--- src/rtl/sc_rx_pkg.sv ---
package sc_rx_pkg;

  typedef enum logic [1:0] {
    SMP_IDLE,
    SMP_START,
    SMP_BITS
  } smp_state_t;

  typedef enum logic [1:0] {
    ERR_IDLE,
    ERR_WAIT,
    ERR_DRIVE
  } err_state_t;

endpackage

--- src/rtl/sc_rx_sampler.sv ---
module sc_rx_sampler
  import sc_rx_pkg::*;
#(
  parameter int unsigned DATA_W      = 8,
  parameter int unsigned CNT_W       = 16,
  parameter int unsigned SYNC_STAGES = 2
) (
  input  logic              clk,
  input  logic              rst_n,
  input  logic [CNT_W-1:0]  bit_cycles,
  input  logic              line_in,
  input  logic              hold_off,
  output logic              frame_done,
  output logic [DATA_W-1:0] frame_byte,
  output logic              frame_bad,
  output logic              active
);

  localparam int unsigned IDX_W = $clog2(DATA_W + 1);
  localparam logic [IDX_W-1:0] LAST_IDX = IDX_W'(DATA_W);

  logic [SYNC_STAGES-1:0] sync_q;
  logic                   line_s;
  logic                   line_d;
  smp_state_t             state_q;
  logic [CNT_W-1:0]       cnt_q;
  logic [IDX_W-1:0]       idx_q;
  logic [DATA_W-1:0]      shift_q;
  logic                   par_q;
  logic [CNT_W-1:0]       half_m1;
  logic [CNT_W-1:0]       full_m1;

  generate
    if (SYNC_STAGES == 1) begin : g_sync1
      always_ff @(posedge clk or negedge rst_n) begin
        if (!rst_n) sync_q <= '1;
        else        sync_q <= line_in;
      end
    end else begin : g_syncn
      always_ff @(posedge clk or negedge rst_n) begin
        if (!rst_n) sync_q <= '1;
        else        sync_q <= {sync_q[SYNC_STAGES-2:0], line_in};
      end
    end
  endgenerate

  assign line_s  = sync_q[SYNC_STAGES-1];
  assign half_m1 = (bit_cycles >> 1) - CNT_W'(1);
  assign full_m1 = bit_cycles - CNT_W'(1);
  assign active  = (state_q != SMP_IDLE);

  always_ff @(posedge clk or negedge rst_n) begin
    if (!rst_n) begin
      line_d     <= 1'b1;
      state_q    <= SMP_IDLE;
      cnt_q      <= '0;
      idx_q      <= '0;
      shift_q    <= '0;
      par_q      <= 1'b0;
      frame_done <= 1'b0;
      frame_byte <= '0;
      frame_bad  <= 1'b0;
    end else begin
      line_d     <= line_s;
      frame_done <= 1'b0;
      unique case (state_q)
        SMP_IDLE: begin
          if (!hold_off && line_d && !line_s) begin
            state_q <= SMP_START;
            cnt_q   <= '0;
          end
        end
        SMP_START: begin
          if (cnt_q == half_m1) begin
            cnt_q <= '0;
            idx_q <= '0;
            par_q <= 1'b0;
            state_q <= line_s ? SMP_IDLE : SMP_BITS;
          end else begin
            cnt_q <= cnt_q + CNT_W'(1);
          end
        end
        SMP_BITS: begin
          if (cnt_q == full_m1) begin
            cnt_q <= '0;
            par_q <= par_q ^ line_s;
            if (idx_q == LAST_IDX) begin
              frame_done <= 1'b1;
              frame_byte <= shift_q;
              frame_bad  <= par_q ^ line_s;
              state_q    <= SMP_IDLE;
            end else begin
              shift_q <= {line_s, shift_q[DATA_W-1:1]};
              idx_q   <= idx_q + IDX_W'(1);
            end
          end else begin
            cnt_q <= cnt_q + CNT_W'(1);
          end
        end
        default: state_q <= SMP_IDLE;
      endcase
    end
  end

endmodule

--- src/rtl/sc_rx_err_drive.sv ---
module sc_rx_err_drive
  import sc_rx_pkg::*;
#(
  parameter int unsigned CNT_W = 16
) (
  input  logic             clk,
  input  logic             rst_n,
  input  logic [CNT_W-1:0] bit_cycles,
  input  logic             frame_done,
  input  logic             frame_bad,
  output logic             line_oe,
  output logic             busy
);

  err_state_t       state_q;
  logic [CNT_W-1:0] cnt_q;
  logic             cnt_end;

  assign cnt_end = (cnt_q == bit_cycles - CNT_W'(1));
  assign line_oe = (state_q == ERR_DRIVE);
  assign busy    = (state_q != ERR_IDLE);

  always_ff @(posedge clk or negedge rst_n) begin
    if (!rst_n) begin
      state_q <= ERR_IDLE;
      cnt_q   <= '0;
    end else begin
      unique case (state_q)
        ERR_IDLE: begin
          cnt_q <= '0;
          if (frame_done && frame_bad) state_q <= ERR_WAIT;
        end
        ERR_WAIT: begin
          if (cnt_end) begin
            cnt_q   <= '0;
            state_q <= ERR_DRIVE;
          end else begin
            cnt_q <= cnt_q + CNT_W'(1);
          end
        end
        ERR_DRIVE: begin
          if (cnt_end) begin
            cnt_q   <= '0;
            state_q <= ERR_IDLE;
          end else begin
            cnt_q <= cnt_q + CNT_W'(1);
          end
        end
        default: state_q <= ERR_IDLE;
      endcase
    end
  end

endmodule

--- src/rtl/sc_rx_status.sv ---
module sc_rx_status #(
  parameter int unsigned DATA_W = 8
) (
  input  logic              clk,
  input  logic              rst_n,
  input  logic              frame_done,
  input  logic [DATA_W-1:0] frame_byte,
  input  logic              frame_bad,
  input  logic              rx_ready,
  input  logic              per_clr,
  input  logic              orer_clr,
  input  logic              rie,
  output logic              rx_valid,
  output logic [DATA_W-1:0] rx_data,
  output logic              per_flag,
  output logic              orer_flag,
  output logic              rxi_irq,
  output logic              eri_irq
);

  logic take;
  logic good_done;
  logic room;

  assign take      = rx_valid && rx_ready;
  assign good_done = frame_done && !frame_bad;
  assign room      = !rx_valid || take;

  always_ff @(posedge clk or negedge rst_n) begin
    if (!rst_n) begin
      rx_valid  <= 1'b0;
      rx_data   <= '0;
      per_flag  <= 1'b0;
      orer_flag <= 1'b0;
    end else begin
      if (good_done && room)      rx_valid <= 1'b1;
      else if (take)              rx_valid <= 1'b0;

      if (frame_done && (frame_bad || room)) rx_data <= frame_byte;

      if (frame_done && frame_bad) per_flag <= 1'b1;
      else if (per_clr)            per_flag <= 1'b0;

      if (good_done && !room)      orer_flag <= 1'b1;
      else if (orer_clr)           orer_flag <= 1'b0;
    end
  end

  assign rxi_irq = rie && rx_valid;
  assign eri_irq = rie && (per_flag || orer_flag);

endmodule

--- src/rtl/sc_rx_top.sv ---
module sc_rx_top #(
  parameter int unsigned DATA_W      = 8,
  parameter int unsigned CNT_W       = 16,
  parameter int unsigned SYNC_STAGES = 2
) (
  input  logic              clk,
  input  logic              rst_n,
  input  logic [CNT_W-1:0]  bit_cycles,
  input  logic              sc_line_i,
  output logic              sc_line_oe,
  input  logic              rie,
  input  logic              per_clr,
  input  logic              orer_clr,
  output logic              rx_valid,
  input  logic              rx_ready,
  output logic [DATA_W-1:0] rx_data,
  output logic              per_flag,
  output logic              orer_flag,
  output logic              rxi_irq,
  output logic              eri_irq
);

  logic              frame_done;
  logic [DATA_W-1:0] frame_byte;
  logic              frame_bad;
  logic              smp_active;
  logic              err_busy;

  sc_rx_sampler #(
    .DATA_W      (DATA_W),
    .CNT_W       (CNT_W),
    .SYNC_STAGES (SYNC_STAGES)
  ) u_sampler (
    .clk        (clk),
    .rst_n      (rst_n),
    .bit_cycles (bit_cycles),
    .line_in    (sc_line_i),
    .hold_off   (err_busy),
    .frame_done (frame_done),
    .frame_byte (frame_byte),
    .frame_bad  (frame_bad),
    .active     (smp_active)
  );

  sc_rx_err_drive #(
    .CNT_W (CNT_W)
  ) u_err (
    .clk        (clk),
    .rst_n      (rst_n),
    .bit_cycles (bit_cycles),
    .frame_done (frame_done),
    .frame_bad  (frame_bad),
    .line_oe    (sc_line_oe),
    .busy       (err_busy)
  );

  sc_rx_status #(
    .DATA_W (DATA_W)
  ) u_status (
    .clk        (clk),
    .rst_n      (rst_n),
    .frame_done (frame_done),
    .frame_byte (frame_byte),
    .frame_bad  (frame_bad),
    .rx_ready   (rx_ready),
    .per_clr    (per_clr),
    .orer_clr   (orer_clr),
    .rie        (rie),
    .rx_valid   (rx_valid),
    .rx_data    (rx_data),
    .per_flag   (per_flag),
    .orer_flag  (orer_flag),
    .rxi_irq    (rxi_irq),
    .eri_irq    (eri_irq)
  );

endmodule

--- config.mk ---
export PLATFORM = sky130hd
export DESIGN_NAME = sc_rx_top
export DESIGN_NICKNAME = d
export VERILOG_FILES = /design/src/rtl/sc_rx_pkg.sv /design/src/rtl/sc_rx_sampler.sv /design/src/rtl/sc_rx_err_drive.sv /design/src/rtl/sc_rx_status.sv /design/src/rtl/sc_rx_top.sv
export SDC_FILE = /design/constraint.sdc
export NUM_CORES = 1
export LEC_CHECK = 0
export BUFFER_PORTS_ARGS = -buffer_cell sky130_fd_sc_hd__buf_2
export CORE_ASPECT_RATIO = 1.5
export CORE_MARGIN = 5
export CORE_UTILIZATION = 30
export DETAILED_ROUTE_END_ITERATION = 7
export MAX_ROUTING_LAYER = met4
export PLACE_DENSITY = 0.49
export RECOVER_POWER = 25
export SYNTH_ARGS = -nofsm -noshare
export SYNTH_HDL_FRONTEND = slang
export SYNTH_HIERARCHICAL = 1
export SYNTH_SLANG_ARGS = --single-unit
export TNS_END_PERCENT = 5
--- constraint.sdc ---
create_clock -name clk -period 5 [get_ports clk]
set_input_delay 0.75 -clock clk [delete_from_list [all_inputs] [get_ports clk]]
set_output_delay 0.75 -clock clk [all_outputs]
set_load 0.02 [all_outputs]
### After elaboration in Yosys (flattened, before gate mapping)

Cells that the tools add are included.

* reduce and logical (&&, ||, !) cells: 35
* bitwise operators: 2
* add/sub/neg operators: 5
* multiplexer cells: 32
* equality and inequality tests: 16

Operators by type and width (count)
* 16-bit 2-to-1 mux: 4
* 16-bit equality test: 3
* 16-bit case mux with 3 select lines: 1
* 16-bit by 1-bit adder with 16-bit output (second input constant): 2
* 16-bit case mux with 2 select lines: 1
* 2-bit 2-to-1 mux: 8
* 15-bit by 1-bit subtractor with 16-bit output (second input constant): 1
* 16-bit by 1-bit subtractor with 16-bit output (second input constant): 1
* 2-bit by 1-bit inequality test with 1-bit output (second input constant): 7
* 4-bit 2-to-1 mux: 3
* 2-bit case mux with 3 select lines: 2
* 3-bit AND reduction: 4
* 2-bit nonzero test: 6
* 1-bit 2-to-1 mux: 11
* 1-bit logical AND: 10
* 4-bit case mux with 2 select lines: 1
* 4-bit AND reduction: 2
* 1-bit logical NOT: 5
* 4-bit by 1-bit adder with 4-bit output (second input constant): 1
* 2-bit by 1-bit equality test with 1-bit output (second input constant): 2
* 2-bit equality test (second input constant): 2
* 4-bit equality test (second input constant): 1
* 2-bit logical NOT: 2
* 1-bit logical OR: 3
* 7 further kinds: 7

* input bits: 23
* logic and storage cells: 106
* flip-flop bits (word level): 73
* output and inout port bits: 14

### Logic depth before layout (Yosys ltp)

* word-level depth: 6
* gate-level depth with buffers: 13
* mapped depth without buffers: 10

### Modules after synthesis

The synthesis kept the hierarchy.

Modules (own cells, without submodules)
* sc_rx_sampler: area each 3383.2 um^2, cells an instance 344, times used 1, seq. area each 1104.8 um^2
* sc_rx_err_drive: area each 1654.1 um^2, cells an instance 199, times used 1, seq. area each 450.4 um^2
* sc_rx_status: area each 594.3 um^2, cells an instance 58, times used 1, seq. area each 275.3 um^2

### Least setup slack after synthesis

Ideal clock, no wire load.

* path type: input to register
* start: input port bit_cycles[1]
* end: register u_sampler.shift_q[2]
* path slack: 1.309 ns
* library setup time: 0.125 ns
* buffers on the path: 2
* data arrival time: 3.567 ns
* data required time: 4.875 ns
* stages: 11
* cells stage by stage: inv_1 > ha_1 > or4b_2 > nor4_2 > mux2_2 > o21a_1 > nor4_4 > and3b_1 > buf_4 > buf_6 > mux2_2

* word-level cells in the longest chain between the ends: 3

RTL lines
* start: declaration: line sc_rx_top.sv:8 `input logic [CNT_W-1:0] bit_cycles,`
* 16-bit by 1-bit subtractor with 16-bit output: line sc_rx_sampler.sv:49 `assign full_m1 = bit_cycles - CNT_W'(1);`
* 16-bit equality test: line sc_rx_sampler.sv:84 `if (cnt_q == full_m1) begin`
* 3-bit AND reduction (no line)
* end signal: assignment: line sc_rx_sampler.sv:93 `shift_q <= {line_s, shift_q[DATA_W-1:1]};`
* end: declaration: line sc_rx_sampler.sv:28 `logic [DATA_W-1:0] shift_q;`

No other way between the ends.
A chain may end at the register's enable or synchronous reset.

### Final worst setup path

* start: input port bit_cycles[2]
* end: register u_sampler.shift_q[5]

Same word-level chain as after synthesis.

==> flow_metrics.tcl <==
set metrics [dict create \
    route.met3.wl_um 551 \
    p_sw_mw 0.659 \
    die-area_um2 21700 \
    htree_levels 3 \
    setup_tns_ns 0 \
    numCtsBuffers 9 \
    finalHoldViolCount 0 \
    synth_top_area_share_pct 31.1 \
    gp_congestion 0.831 \
    grt_util_all_layers_pct 13.9 \
    ys_warn_count 6 \
    drt_pass1_iterations 5 \
    yosys.area_share.xor_xnor_pct 8.71 \
    initial_core_util_pct 30.4 \
    cts.sinks 73 \
    yosysUniqueCellTypes 80 \
    p_per_area_nw_per_um2 303 \
    dpl-instance-area_um2 5930 \
    grt_overflow 0 \
    worstPathRequired_ns 5.23 \
    cts_tree "done" \
    yosys-top-cells-count "dfrtp_1, nand2_1, xnor2_1" \
    synth_top_family_by_area "simple AND/OR/NAND/NOR gates" \
    pwr-share-seq_pct 35.7 \
    leakage_nw 2.54 \
    post-route-period-util_pct 79.9 \
    crit_fanout 17 \
    wl_per_cell_um 16.3 \
    synthMuxAreaShare_pct 5.80 \
    finalNonFillerCells 872 \
    grt_pass1_wl_um 23400 \
    critPathKind "in -> reg" \
    cts_resized 0 \
    synth-seq-area-share_pct 32.5 \
    crit_arrival_ns 4.22 \
    dpl.cell_count 854 \
    tightest_slew_ns 1.93 \
    clk_pin_slew_ns 0.06 \
    end_kind "register" \
    status "complete, but fails checks" \
    period_needed_ns 3.99 \
    rsz0062_at_grt "false" \
    die_w_um 122 \
    setup_viol 0 \
    synth-adder-area-share_pct 3.55 \
    cts_hold_buf 0 \
    area_growth_pct 10.8 \
    synth-edff-count 0 \
    post_synth_and_or_nand_nor_area_fraction_pct 26.6 \
    fillers 1927 \
    crit_path_start_kind "input pin" \
    core_area_um2 18500 \
    syn_inst 601 \
    hold_path.class "reg -> reg" \
    stdcell_area_um2 6240 \
    vias 4671 \
    design.portCount 37 \
    syn_nets 640 \
    synth_ff_type "dfrtp_1" \
    nets 652 \
    synth_top_area_cell "dfrtp_1" \
    first_global_vias 4617 \
    drtIter0Drc 312 \
    drt_wl_total_um 14200 \
    vdd_ir_drop_max_uv 139 \
    internal_power_mw 1.23 \
    drcViolationCount 0 \
    insertion_delay_ns 0.35 \
    avgSynthCellArea_um2 9.37 \
    slew_violations 74 \
    synth_area_um2 5630 \
    final_util_pct 33.6 \
    routedLengthMet1_um 6120 \
    yosysMostFrequentCell "dfrtp_1" \
    yosys-top-cells-area "dfrtp_1, xnor2_1, mux2_2" \
    routed_via_density 5.36 \
    rows 61 \
    pwr-share-clk_pct 36.2 \
    fmax_mhz 250 \
    synth_compound_area_share_pct 18.0 \
    antenna_found_initial 2 \
    combPwrFrac_pct 28.1 \
    violations "max-capacitance violations, max-slew violations" \
    post_cts_buffers 0 \
    root_buffer "clkbuf_16" \
    synthArstFlopShare_pct 100 \
    wl_met2_um 7270 \
    drv_cap 1 \
    swShare_pct 34.9 \
    io_buffer_count 36 \
    dieHeight_um 178 \
    cts.path.max_buffers 2 \
    grt_start_max_net_pins 74 \
    slew_headroom_pct -28.4 \
    finClkSkew_ns 0.00859 \
    place_hpwl_um 10300 \
    route.top_layer_used "met4" \
    postRouteAntennaNets 0 \
    drive_gt1_share_pct 16.0 \
    ys_ff_latch 73 \
]
## cell usage in the layout (no fill, tap or decap), drive strengths merged, types with 6 or more instances in the layout
cell / instances
a21oi: 26
a31oi: 18
and3: 27
buf: 35
clkbuf: 11
dfrtp: 70
ha: 16
inv: 22
mux2: 21
mux2i: 9
nand2: 42
nand2b: 27
nand3: 12
nand4: 9
nand4bb: 8
nor2: 17
nor2b: 9
nor3: 16
nor3b: 9
nor4: 15
o211ai: 11
o21ai: 16
o21bai: 9
o22ai: 6
o2bb2ai: 6
or2b: 7
or3: 13
or4: 9
xnor2: 37
xor2: 19
## cell families (layout without fill, tap and decap cells)
group,Yosys count,count (layout)
buffers and inverters,55,72
flip-flops,73,73
AND/OR/NAND/NOR,237,237
AO/OA/AOI/OAI,134,134
adder cells (fa/ha/maj),16,16
XOR/XNOR,56,56
multiplexers,30,30
other,0,2
## worst max-delay path: stages
cell	delay, ns
buf_2	0.18
inv_1	0.11
ha_1	0.23
or4b_2	0.65
nor4_2	0.22
mux2_2	0.37
o21a_1	0.24
nor4_4	0.43
and3b_1	0.63
mux2_2	0.40
## flip-flops by register name, indices dropped and copies added, names as in the netlist, 4 cells and up
| signal | cells |
|---|---|
| u_sampler/idx_q | 4 |
| u_err/cnt_q | 16 |
| u_status/rx_data | 8 |
| u_sampler/frame_byte | 8 |
| u_sampler/cnt_q | 16 |
| u_sampler/shift_q | 8 |
## routing by layer
layer / GRT usage, % / vias to the layer above
met2: 23.9 / 96
met1: 16.1 / 2316
met5: - / -
met3: 2.81 / 17
li1: - / 2242
met4: 4.30 / 0
## power by group through the flow
stage / registers [mW] / clock network, mW / logic, mW
floorplan: 0.668 / 0 / 0.434
global placement: 0.684 / 0 / 0.514
detailed placement: 0.687 / 0 / 0.532
CTS: 0.676 / 0.709 / 0.535
global route: 0.680 / 0.734 / 0.592
finish: 0.675 / 0.683 / 0.530
## metrics by stage
| step | total power [mW] | hold slack [ns] | worst slack (ns) |
|---|---|---|---|
| after floorplan | 1.10 | 0.345 | 1.31 |
| after global placement | 1.20 | 0.348 | 0.736 |
| after detailed placement | 1.22 | 0.350 | 0.636 |
| after CTS | 1.92 | 0.359 | 0.992 |
| after global routing | 2.01 | 0.371 | 0.764 |
| final | 1.89 | 0.362 | 1.01 |
## area by class of cell
cell class / instances / area (µm²) / share of cell area (%)
multi-input cells: 473 / 3520 / 56.4
flip-flops and latches: 73 / 1830 / 29.3
well taps: 252 / 315 / 5.06
clock buffers: 10 / 239 / 3.83
repair buffers: 36 / 180 / 2.89
clock inverters: 6 / 75.1 / 1.20
inverters: 20 / 75.1 / 1.20
diodes: 2 / 5.00 / 0.0802
## path summary, 6_finish.rpt
path | from | to | depth (start not counted) | slack, ns
setup / recovery | bit_cycles[2] | u_sampler/shift_q[5] | 10 | 1.01
hold / removal | u_sampler/sync_q[0] | u_sampler/sync_q[1] | 0 | 0.36
setup reg to reg | u_sampler/cnt_q[14] | u_sampler/shift_q[5] | 7 | 1.88
hold reg to reg | u_sampler/sync_q[0] | u_sampler/sync_q[1] | 0 | 0.36
max in group asynchronous | rst_n | u_status/per_flag | 1 | 2.93
min in group asynchronous | rst_n | u_status/rx_data[4] | 1 | 0.96
Note: power is estimated with default switching activity, not from simulation.
